`src/rtl/keypad_status.sv`:
```
`timescale 1ns/1ps
module keypad_status (
  input  logic        clk,
  input  logic        rst_n,
  input  logic [9:0]  btn_i,
  input  logic        rotate_i,
  input  logic        wr_en_i,
  input  logic        wr_addr_i,
  input  logic [1:0]  wr_be_i,
  input  logic [15:0] wr_data_i,
  input  logic        rd_addr_i,
  output logic [15:0] rd_data_o,
  output logic [15:0] status_o,
  output logic [15:0] ctrl_o
);
  localparam logic [15:0] CTRL_KEEP = 16'hC3FF;

  logic [7:0]  lo_map;
  logic        vert_both, horz_both;
  logic [15:0] pressed;
  logic [15:0] status_q, ctrl_q;
  logic        ctrl_wr;

  always_comb begin
    if (rotate_i)
      lo_map = {btn_i[3], btn_i[2], btn_i[1], btn_i[0], btn_i[9], btn_i[8], btn_i[4], btn_i[5]};
    else
      lo_map = {btn_i[1], btn_i[0], btn_i[2], btn_i[3], btn_i[9], btn_i[8], btn_i[4], btn_i[5]};
  end

  assign vert_both = &lo_map[7:6];
  assign horz_both = &lo_map[5:4];

  assign pressed = {6'b0, btn_i[6], btn_i[7],
                    vert_both ? 2'b00 : lo_map[7:6],
                    horz_both ? 2'b00 : lo_map[5:4],
                    lo_map[3:0]};

  assign ctrl_wr = wr_en_i && wr_addr_i;

  always_ff @(posedge clk) begin
    if (!rst_n) begin
      status_q <= 16'hFFFF;
      ctrl_q   <= 16'h0000;
    end else begin
      status_q <= ~pressed;
      if (ctrl_wr && wr_be_i[0]) ctrl_q[7:0]  <= wr_data_i[7:0]  & CTRL_KEEP[7:0];
      if (ctrl_wr && wr_be_i[1]) ctrl_q[15:8] <= wr_data_i[15:8] & CTRL_KEEP[15:8];
    end
  end

  assign status_o  = status_q;
  assign ctrl_o    = ctrl_q;
  assign rd_data_o = rd_addr_i ? ctrl_q : status_q;
endmodule

```
`config.mk`:
```
export PLATFORM = sky130hd
export DESIGN_NAME = keypad_status
export DESIGN_NICKNAME = d
export VERILOG_FILES = /design/src/rtl/keypad_status.sv
export SDC_FILE = /design/constraint.sdc
export NUM_CORES = 1
export LEC_CHECK = 0
export CAP_MARGIN = 30
export CORE_ASPECT_RATIO = 0.5
export CORE_UTILIZATION = 33
export CTS_CLUSTER_SIZE = 10
export DETAILED_ROUTE_END_ITERATION = 16
export GPL_TIMING_DRIVEN = 0
export HOLD_SLACK_MARGIN = 0.03
export PLACE_DENSITY = 0.78
export SYNTH_ARGS = -nofsm -noshare
export SYNTH_HDL_FRONTEND = slang
export SYNTH_SLANG_ARGS = --single-unit
```
`constraint.sdc`:
```
create_clock -name clk -period 0.8 [get_ports clk]
set_clock_uncertainty 0.05 [all_clocks]
set_input_delay 0.12 -clock clk [delete_from_list [all_inputs] [get_ports clk]]
set_output_delay 0.12 -clock clk [all_outputs]
set_load 0.1 [all_outputs]
```
After elaboration in Yosys (flattened, before gate mapping)
Index checks and enable logic that the tools add are counted.

Register bits after elaboration: 28. Input bits: 34. Output and inout bits: 48. Word-level logic and storage cells: 13.

Multiplexer cells: 4. Bitwise operators: 1. Reduce and logical (&&, ||, !) cells: 5.

Operators with widths (number): $mux 16 (1); $not 10->16 (1); $mux 8 (1); $mux 2 (2); $reduce_and 2->1 (2); $logic_and 1x1->1 (3).

Logic depth before layout (Yosys ltp)
Depth in word-level cells: 4. Mapped depth: 4. Gate-level depth less buffers: 2.

Worst setup path before layout
Ideal clock, no wire load.

Path kind: register -> output. From: reg ctrl_q[14], in the netlist ctrl_o[14]. To: out rd_data_o[14]. Arrival: 1810 ps. Required time: 630 ps. Slack: -1180 ps. Stages on the path, launching flop included: 2. Path buffers: 0. Path through: dfxtp_1 -> nand2b_1.

Cells in the longest elaborated chain, start to end: 1.

Ends and longest elaborated chain: from (decl) (RTL line 21) `logic [15:0] status_q, ctrl_q;`; from (signal assigned) (RTL line 48) `if (ctrl_wr && wr_be_i[1]) ctrl_q[15:8] <= wr_data_i[15:8] & CTRL_KEEP[15:8];`; $mux 16 (RTL line 54) `assign rd_data_o = rd_addr_i ? ctrl_q : status_q;`; to (decl) (RTL line 12) `output logic [15:0] rd_data_o,`.

Every way passes these cells.

Worst setup path after layout
From: reg status_q[6], in the netlist status_o[6]. To: out rd_data_o[6].

Cells in the longest elaborated chain, start to end: 1.

Ends and longest elaborated chain: from (decl) (RTL line 21); from (signal assigned) (RTL line 46) `status_q <= ~pressed;`; $mux 16 (RTL line 54).

Every way passes these cells.

==> flow_summary_export.csv <==
group,metric,value,unit
status,outcome,"finished, violations left",
status,violations,"setup timing",
synth,synth_cells,113,
synth,avgSynthCellArea,9.61,um^2
sta,finalCriticalPeriod,1250,ps
floorplan,die_area,3540,um^2
power_and_ir_drop,peakVddDrop,1.20,mV
cts,cts_made_buffers,3,
global_route,grt_antenna_before_repair,0,
worst_setup_path,startpoint_type,"register",
worst_setup_path,path_class,"register to output pin",
floorplan,die_w,83.1,um
layout,final_area,2600,um^2
drt,drcViolationCount,0,
floorplan,initial_core_util,35.4,%
layout,final_util,84.9,%
floorplan,fp.coreArea,3070,um^2
sta,setup_violations,42,
sta,final.setup.tns,-10320,ps
cts,clock_path_buffers,2,
worst_setup_path,cp_max_fo,2,
placed_design,port_buffers,66,
synth,yosys_register_bits,22,
layout,final_common_cell,"buf_12",
drt,antenna_left,0,
sta,hold_slack,125,ps
floorplan,die_h,42.6,um
synth,synthDistinctLibCells,15,
sta,hold_viol,0,
layout,layout.nets,243,
layout,mostFrequentLayoutCells,"buf_12, nand2_1, dfxtp_4",
synth,syn_area,1090,um^2
global_route,grt_max_degree,13,
synth,synth_top_cell_area_share,40.6,%
placed_design,post-place-cells,227,
sta,fin_ws,-453,ps
worst_setup_path,worstPathArrival,1080,ps
drt,drt_iter0_drc,24,
synth,synth_area_leader_cell,"dfxtp_1",
synth,ys.warnings.count,0,
cts,clk_latency,260,ps
placed_design,dp_slack,-1730,ps
global_route,grt_pass1_vias,1057,
floorplan,num_rows,14,
placed_design,hpwl,2270,um
global_route,grt.total_usage,19.0,%
cts,cts_root_buf,"clkbuf_8",
sta,min_period_over_period,157,%
floorplan,ios,82,
cts,cts_tree,"built",
drt,vias,1144,
power_and_ir_drop,finalPower,3.87,mW
sta,max_freq,798,MHz
global_route,grt_pass1_wl,5200,um
drt,routedWlPerCell,17.4,um
layout,syn_to_final_growth,140,%
layout,diodes,0,
drt,drt_wl_total,4310,um
drt,firstDrtPassIters,4,
run,drv_cap,0,
global_route,grt_overflow,0,
layout,drive_above_1_share,57.2,%
cts,h-tree-depth,1,
synth,synth.area.top_cells,"dfxtp_1, mux2i_1, buf_4",
power_and_ir_drop,powerDensity,1490,nW/um^2
worst_setup_path,worstPathRequired,630,ps
worst_setup_path,r2r_slack,-90,ps
drt,via_per_inst,4.61,
placed_design,placed_cell_area,1990,um^2
sta,drv_slew,0,
layout,fin_cells,248,
power_and_ir_drop,leakage,1.18,nW
min_path,hold_path.class,"primary input to register",
placed_design,gp_congestion,0.668,
cts,clock-sinks,22,
sta,rsz0062_at_grt,"true",
synth,synth-seq-area-share,40.6,%
cts,cts.clk_slew.worst_paths,80,ps
worst_setup_path,cp-end-kind,"output pin",
[layout make-up]
type	instances	area (um^2)
clock inverters	1	3.75
well taps	40	50.0
flip-flops and latches	22	523
fillers	121	462
inverters	1	16.3
plain buffers	19	185
clock buffers	3	41.3
repair buffers	84	1220
multi-input cells	78	566
[timing repair]
action                                 in CTS  in global routing
pin swaps                                   2                  1
setup buffers                               8                 11
cloned                                      1                  0
resized for setup                         338                 37
setup endpoints to repair                  54                 43
endpoints found under the hold margin       0                  0
hold buffers                                0                  0
[path summary, 6_finish.rpt]
kind / start / endpoint / cells past startpoint
worst max-delay path: status_o[6]$_SDFF_PN1_ / rd_data_o[6] / 2
worst min-delay path: rst_n / ctrl_o[15]$_SDFFE_PN0P_ / 3
worst max register to register: ctrl_o[3]$_SDFFE_PN0P_ / ctrl_o[3]$_SDFFE_PN0P_ / 4
worst min register to register: ctrl_o[7]$_SDFFE_PN0P_ / ctrl_o[7]$_SDFFE_PN0P_ / 2
[sequential cells by signal, indices dropped and copies added, names as in the netlist]
register	flops
ctrl_o	12
status_o	10
[report_power, final]
part / total, mW / internal, mW / switching (mW)
logic: 2.02 / 0.761 / 1.26
clock network: 0.695 / 0.343 / 0.352
registers: 1.15 / 1.10 / 0.0462
total: 3.87 / 2.21 / 1.66
[cell usage after synthesis]
cell and number:
nand2_1 30, and3_1 2, inv_2 1, buf_6 2
and3b_1 4, conb_1 2, buf_2 2, mux2_4 7
mux2i_1 12, nor3b_1 4, buf_4 16, dfxtp_1 22
mux2_2 3, nand2b_1 2, o21ai_1 4
[metal layers]
| layer | GRT usage (%) | vias to the layer above | share of wire [%] |
|---|---|---|---|
| li1 | - | 536 | - |
| met1 | 20.3 | 559 | 41 |
| met2 | 38.7 | 43 | 55 |
| met3 | 3.94 | 6 | 3.1 |
| met4 | 4.48 | 0 | 0.81 |
| met5 | 0 | - | 0 |
[kinds of logic after synthesis]
| kind of cell | count (synthesis) | synth area share (%) |
|---|---|---|
| compound gates | 4 | 1.84 |
| mux | 22 | 23.8 |
| other cells | 2 | 0.692 |
| simple gates | 42 | 18.7 |
| flops | 22 | 40.6 |
| buf+inv | 21 | 14.4 |
[worst max-delay path, cell delays in order (launching register included)]
cell and delay, ps:
dfxtp_4 350, mux2_4 290, buf_12 170
Note: power is estimated with default switching activity, not from simulation.
